[src/rtl/kbd_dev_pkg.sv]
package kbd_dev_pkg;

  localparam int SEQ_MAX = 8;
  localparam int LEN_W   = $clog2(SEQ_MAX + 1);
  localparam int IDX_W   = $clog2(SEQ_MAX);

  localparam logic [7:0] CODE_EXT   = 8'hE0;
  localparam logic [7:0] CODE_PAUSE = 8'hE1;
  localparam logic [7:0] CODE_BRK   = 8'hF0;
  localparam logic [7:0] PAUSE_MID  = 8'h14;
  localparam logic [7:0] PAUSE_END  = 8'h77;

  typedef struct packed {
    logic [LEN_W-1:0]            len;
    logic [SEQ_MAX-1:0][7:0]     bytes;
  } key_seq_t;

  typedef enum logic [2:0] {
    TX_IDLE,
    TX_HOLD,
    TX_GAP,
    TX_HI,
    TX_LO
  } tx_state_e;

  function automatic logic odd_parity(input logic [7:0] d);
    return ~(^d);
  endfunction

  function automatic key_seq_t build_seq(input logic [7:0] code, input logic ext,
                                         input logic rel, input logic pause);
    key_seq_t s;
    int       n;
    s = '0;
    n = 0;
    if (pause) begin
      s.bytes[0] = CODE_PAUSE;
      s.bytes[1] = PAUSE_MID;
      s.bytes[2] = PAUSE_END;
      s.bytes[3] = CODE_PAUSE;
      s.bytes[4] = CODE_BRK;
      s.bytes[5] = PAUSE_MID;
      s.bytes[6] = CODE_BRK;
      s.bytes[7] = PAUSE_END;
      s.len      = LEN_W'(SEQ_MAX);
    end else begin
      if (ext) begin
        s.bytes[n] = CODE_EXT;
        n = n + 1;
      end
      if (rel) begin
        s.bytes[n] = CODE_BRK;
        n = n + 1;
      end
      s.bytes[n] = code;
      s.len      = LEN_W'(n + 1);
    end
    return s;
  endfunction

endpackage

[src/rtl/kbd_seq_ctrl.sv]
module kbd_seq_ctrl
  import kbd_dev_pkg::*;
(
  input  logic       clk,
  input  logic       rst_n,
  input  logic       req_valid,
  output logic       req_ready,
  input  logic [7:0] req_code,
  input  logic       req_ext,
  input  logic       req_rel,
  input  logic       req_pause,
  output logic       byte_valid,
  output logic [7:0] byte_data,
  input  logic       byte_ready,
  input  logic       frame_done
);

  logic             busy_q;
  logic             sent_q;
  logic [IDX_W-1:0] idx_q;
  key_seq_t         seq_q;

  logic accept;
  logic last_byte;

  assign accept    = req_valid && !busy_q;
  assign last_byte = (LEN_W'(idx_q) + LEN_W'(1)) == seq_q.len;

  always_ff @(posedge clk or negedge rst_n) begin
    if (!rst_n) begin
      busy_q <= 1'b0;
      sent_q <= 1'b0;
      idx_q  <= '0;
      seq_q  <= '0;
    end else if (accept) begin
      seq_q  <= build_seq(req_code, req_ext, req_rel, req_pause);
      idx_q  <= '0;
      busy_q <= 1'b1;
      sent_q <= 1'b0;
    end else if (busy_q) begin
      if (frame_done) begin
        sent_q <= 1'b0;
        if (last_byte) busy_q <= 1'b0;
        else           idx_q  <= idx_q + IDX_W'(1);
      end else if (byte_valid && byte_ready) begin
        sent_q <= 1'b1;
      end
    end
  end

  assign req_ready  = !busy_q;
  assign byte_valid = busy_q && !sent_q;
  assign byte_data  = seq_q.bytes[idx_q];

endmodule

[src/rtl/kbd_frame_tx.sv]
module kbd_frame_tx
  import kbd_dev_pkg::*;
#(
  parameter int HALF_DIV = 2000
) (
  input  logic       clk,
  input  logic       rst_n,
  input  logic       in_valid,
  input  logic [7:0] in_byte,
  output logic       in_ready,
  output logic       frame_done,
  input  logic       clk_sense,
  output logic       clk_drive,
  output logic       dat_drive
);

  localparam int GAP_CYC    = 2 * HALF_DIV;
  localparam int CW         = $clog2(GAP_CYC + 1);
  localparam int FRAME_BITS = 11;
  localparam int BW         = $clog2(FRAME_BITS);

  tx_state_e             st_q;
  logic [CW-1:0]         cnt_q;
  logic [FRAME_BITS-1:0] frm_q;
  logic [BW-1:0]         bit_q;
  logic                  done_q;
  logic                  tick;

  assign tick = (cnt_q == '0);

  always_ff @(posedge clk or negedge rst_n) begin
    if (!rst_n) begin
      st_q   <= TX_IDLE;
      cnt_q  <= '0;
      frm_q  <= '1;
      bit_q  <= '0;
      done_q <= 1'b0;
    end else begin
      done_q <= 1'b0;
      case (st_q)
        TX_IDLE: begin
          if (in_valid) begin
            frm_q <= {1'b1, odd_parity(in_byte), in_byte, 1'b0};
            st_q  <= TX_HOLD;
          end
        end
        TX_HOLD: begin
          if (clk_sense) begin
            cnt_q <= CW'(GAP_CYC - 1);
            st_q  <= TX_GAP;
          end
        end
        TX_GAP: begin
          if (!clk_sense) begin
            st_q <= TX_HOLD;
          end else if (tick) begin
            bit_q <= '0;
            cnt_q <= CW'(HALF_DIV - 1);
            st_q  <= TX_HI;
          end else begin
            cnt_q <= cnt_q - CW'(1);
          end
        end
        TX_HI: begin
          if (!clk_sense) begin
            bit_q <= '0;
            st_q  <= TX_HOLD;
          end else if (tick) begin
            cnt_q <= CW'(HALF_DIV - 1);
            st_q  <= TX_LO;
          end else begin
            cnt_q <= cnt_q - CW'(1);
          end
        end
        TX_LO: begin
          if (tick) begin
            if (bit_q == BW'(FRAME_BITS - 1)) begin
              done_q <= 1'b1;
              st_q   <= TX_IDLE;
            end else begin
              bit_q <= bit_q + BW'(1);
              cnt_q <= CW'(HALF_DIV - 1);
              st_q  <= TX_HI;
            end
          end else begin
            cnt_q <= cnt_q - CW'(1);
          end
        end
        default: st_q <= TX_IDLE;
      endcase
    end
  end

  assign in_ready   = (st_q == TX_IDLE);
  assign frame_done = done_q;
  assign clk_drive  = (st_q == TX_LO);
  assign dat_drive  = ((st_q == TX_HI) || (st_q == TX_LO)) && !frm_q[bit_q];

endmodule

[src/rtl/kbd_dev_tx.sv]
module kbd_dev_tx #(
  parameter int HALF_DIV = 2000
) (
  input  logic       clk,
  input  logic       rst_n,
  input  logic       req_valid,
  output logic       req_ready,
  input  logic [7:0] req_code,
  input  logic       req_ext,
  input  logic       req_rel,
  input  logic       req_pause,
  output logic       line_clk_drive,
  input  logic       line_clk_sense,
  output logic       line_dat_drive
);

  logic       byte_valid;
  logic       byte_ready;
  logic [7:0] byte_data;
  logic       frame_done;

  kbd_seq_ctrl u_seq (
    .clk        (clk),
    .rst_n      (rst_n),
    .req_valid  (req_valid),
    .req_ready  (req_ready),
    .req_code   (req_code),
    .req_ext    (req_ext),
    .req_rel    (req_rel),
    .req_pause  (req_pause),
    .byte_valid (byte_valid),
    .byte_data  (byte_data),
    .byte_ready (byte_ready),
    .frame_done (frame_done)
  );

  kbd_frame_tx #(.HALF_DIV(HALF_DIV)) u_tx (
    .clk        (clk),
    .rst_n      (rst_n),
    .in_valid   (byte_valid),
    .in_byte    (byte_data),
    .in_ready   (byte_ready),
    .frame_done (frame_done),
    .clk_sense  (line_clk_sense),
    .clk_drive  (line_clk_drive),
    .dat_drive  (line_dat_drive)
  );

endmodule

[config.mk]
export PLATFORM = sky130hd
export DESIGN_NAME = kbd_dev_tx
export DESIGN_NICKNAME = d
export VERILOG_FILES = /design/src/rtl/kbd_dev_pkg.sv /design/src/rtl/kbd_seq_ctrl.sv /design/src/rtl/kbd_frame_tx.sv /design/src/rtl/kbd_dev_tx.sv
export SDC_FILE = /design/constraint.sdc
export NUM_CORES = 1
export LEC_CHECK = 0
export ABC_AREA = 0
export ABC_CLOCK_PERIOD_IN_PS = 2650
export BUFFER_PORTS_ARGS = -buffer_cell sky130_fd_sc_hd__buf_4
export CORE_ASPECT_RATIO = 1.2
export CORE_UTILIZATION = 41
export CTS_BUF_LIST = sky130_fd_sc_hd__clkbuf_8
export DETAILED_ROUTE_END_ITERATION = 6
export GPL_TIMING_DRIVEN = 0
export PLACE_DENSITY = 0.68
export SYNTH_ARGS = -nofsm -noshare
export SYNTH_HDL_FRONTEND = slang
export SYNTH_SLANG_ARGS = --single-unit
[constraint.sdc]
create_clock -name clk -period 2.65 [get_ports clk]
set_input_delay 0 -clock clk [delete_from_list [all_inputs] [get_ports clk]]
set_output_delay 0 -clock clk [all_outputs]
set_load 0.005 [all_outputs]
==> flow_metrics.tcl <==
set metrics [dict create \
    crit_family "simple AND/OR/NAND/NOR gates" \
    core_area_um2 9180 \
    synth.avg_cell_area_um2 9.76 \
    synthTopCellsByArea "dfrtp_1, dfstp_2, a21oi_1" \
    nets 464 \
    ir_drop_v 0.000284 \
    synth_flop_cell "dfrtp_1" \
    hold_depth 3 \
    multi_input_area_um2 2010 \
    placed_cells_incl_taps 539 \
    hold_path_end "u_seq.seq_q[8]" \
    crit_chain "buf_4 -> mux2_2 -> o211ai_1 -> a21boi_0 -> or4_1 -> and3b_1 -> a221o_1" \
    rsz0062_at_grt "no" \
    die_width_um 91.3 \
    fin_crit_sh_pct 95.6 \
    dr.pass1.iters 5 \
    wl_um 9250 \
    n_fill_cell 857 \
    n_antenna_cell 0 \
    track_usage_pct 20.1 \
    outcome "completed" \
    slew_viol_final 0 \
    root_buffer "clkbuf_8" \
    row_count 38 \
    worst_pin_slew_ns 0.909 \
    yosys.area.top_type "dfrtp_1" \
    p_leak_nw 1.90 \
    hpwl_um 6430 \
    synth_top_cell_area_share_pct 38.9 \
    fin_hold_ws_ns 0.0439 \
    r2r_end "u_tx.frm_q[9]" \
    grt_overflow 0 \
    path_max_fanout 10 \
    routabilityCongestion 0.852 \
    fin_crit_ns 2.53 \
    path_class "flop to flop" \
    start_util_pct 42.8 \
    min_path_type "input pin to flop" \
    wl_per_cell_um 16.4 \
    dieArea_um2 9970 \
    final-setup-viol-count 0 \
    grt_pass1_vias 3157 \
    grt_pass1_wl_um 15500 \
    slowest_delay_ns 0.55 \
    pwr_density_cell_nw_per_um2 595 \
    via_count 3256 \
    seq_area_frac_synth_pct 45.6 \
    worst-path-buf-inv 1 \
    r2r_slack_ns 0.12 \
    finalClockSkew_ns 0.0104 \
    grt_max_degree 72 \
    ioPinCount 18 \
    cts_made_buffers 9 \
    syn_nets 427 \
    die_height_um 109 \
    slowest_stage "or4_1" \
    portBuffers 17 \
    final_cell_area_um2 4510 \
    stdcell_count 563 \
    finalSetupTns_ns 0 \
    synth_edf_count 0 \
    drive_gt1_share_pct 15.3 \
    clk_latency_ns 0.36 \
    crit_required_ns 2.93 \
    ys_warn_count 0 \
    drt_iter0_drc 144 \
    timing.final.ws_setup_ns 0.117 \
    synth-seq-cells 71 \
    placed_cell_area_um2 4200 \
    dp_worst_setup_slack_ns -0.0234 \
    r2r.worst_path.cells 7 \
    reg2reg_from "u_seq.idx_q[0]" \
    relSlewSlack_pct 39.4 \
    hold_start "req_pause" \
    ant_nets 0 \
    path_clk_slew_ns 0.07 \
    synth_cell_types 57 \
    cp-end-kind "flop" \
    arrival_ns 2.81 \
    cts_htree_levels 3 \
    cap_viol_max_count 0 \
    antenna_found_initial 0 \
    fmax_ghz 0.395 \
    drc 0 \
    seq_area_um2 1790 \
    viasPerCell 5.78 \
    critPathLaunchType "flop" \
    synthArstFlopShare_pct 100 \
    synth_cells 402 \
    syn_to_final_growth_pct 15.0 \
    clkSinkCount 71 \
    cts_tree "yes" \
    cts_max_path_buffers 2 \
    hold_violations 0 \
    synth.cell_area_um2 3920 \
]
-- routing by layer --
layer | vias up | wire (um) | global-route usage [%]
met5 | - | 0 | 0
met3 | 12 | 383 | 3.21
met1 | 1625 | 4040 | 25.0
met4 | 0 | 176 | 9.07
li1 | 1534 | - | -
met2 | 85 | 4650 | 34.6
-- cell usage after synthesis, types with 10 or more instances --
library cell  instances
ha_1                 10
nand2_1              41
dfstp_2              10
dfrtp_1              61
clkbuf_1             16
a31oi_1              12
a22o_1               13
nor2_1               27
o21ai_0              17
inv_1                16
a21oi_1              42
-- what timing repair did --
action | in CTS | in global routing
setup buffers | 0 | 1
pin swaps | 0 | 1
resized for setup | 0 | 5
gates cloned | 0 | 0
hold buffers | 9 | 0
endpoints found under the setup margin | 1 | 9
endpoints found under the hold margin | 84 | 0
-- cell usage in the layout, fill, tap and decap left out, drive strengths merged, types with 7 or more instances in the layout --
master,instances
a31oi,12
dfrtp,61
xnor2,9
a21oi,42
nand2,41
a22o,13
inv,16
dfstp,10
o21ai,17
nor3,9
dlygate4sd3,9
clkbuf,25
nand3,7
nor2,27
mux4,8
buf,24
ha,10
nor2b,8
-- worst max path at each step --
| stage | start | endpoint | cells after the start |
|---|---|---|---|
| 3_5_place_dp | u_seq.idx_q[1] | u_tx.frm_q[9] | 7 |
| 5_1_grt | u_seq.idx_q[1] | u_tx.frm_q[9] | 6 |
| 2_1_floorplan | u_seq.idx_q[1] | u_tx.frm_q[9] | 7 |
| 6_report | u_seq.idx_q[0] | u_tx.frm_q[9] | 7 |
| 3_3_place_gp | u_seq.idx_q[1] | u_tx.frm_q[9] | 7 |
| 4_1_cts | u_seq.idx_q[0] | u_tx.frm_q[9] | 7 |
-- worst min-delay path, stage by stage --
cell and delay [ns]:
buf_4 0.08, nor3b_1 0.09, a22o_1 0.19
-- cell families (layout without fill, tap and decap cells) --
kind of cell | count (synthesis) | after routing | synth area share [%]
flops | 71 | 71 | 45.6
simple gates | 130 | 130 | 16.8
fa+ha+maj | 10 | 10 | 3.19
compound gates | 118 | 118 | 19.5
mux | 17 | 17 | 7.02
buf+inv | 40 | 81 | 4.02
xor+xnor | 16 | 16 | 3.92
-- layout make-up --
class | count | share of cell area (%)
multi-input combinational | 291 | 44.5
sequential | 71 | 39.7
timing repair buffer | 27 | 4.99
tap | 120 | 3.33
clock buffer | 9 | 2.74
buffer | 22 | 2.00
inverter | 17 | 1.41
clock inverter | 6 | 1.39
-- stage by stage --
stage | power (mW) | utilization, %
final | 2.68 | 49.2
after global routing | 2.83 | 49.2
after CTS | 2.69 | 48.8
after detailed placement | 1.83 | 45.8
after global placement | 1.81 | 45.8
after floorplan | 1.66 | -
-- registers in the layout, summed over array words and instances, names as in the netlist --
| name | count |
|---|---|
| u_seq.busy_q | 1 |
| u_seq.idx_q | 3 |
| u_seq.sent_q | 1 |
| u_seq.seq_q | 36 |
| u_tx.bit_q | 4 |
| u_tx.cnt_q | 12 |
| u_tx.frame_done | 1 |
| u_tx.frm_q | 10 |
| u_tx.st_q | 3 |
-- power breakdown --
part,leakage [nW],switching [mW],total [mW],internal (mW)
registers,0.851,0.0859,1.26,1.17
clock network,0.0988,0.415,0.843,0.427
logic,0.951,0.337,0.583,0.246
total,1.90,0.838,2.68,1.85
No activity file was read; power rests on OpenSTA's default activity.
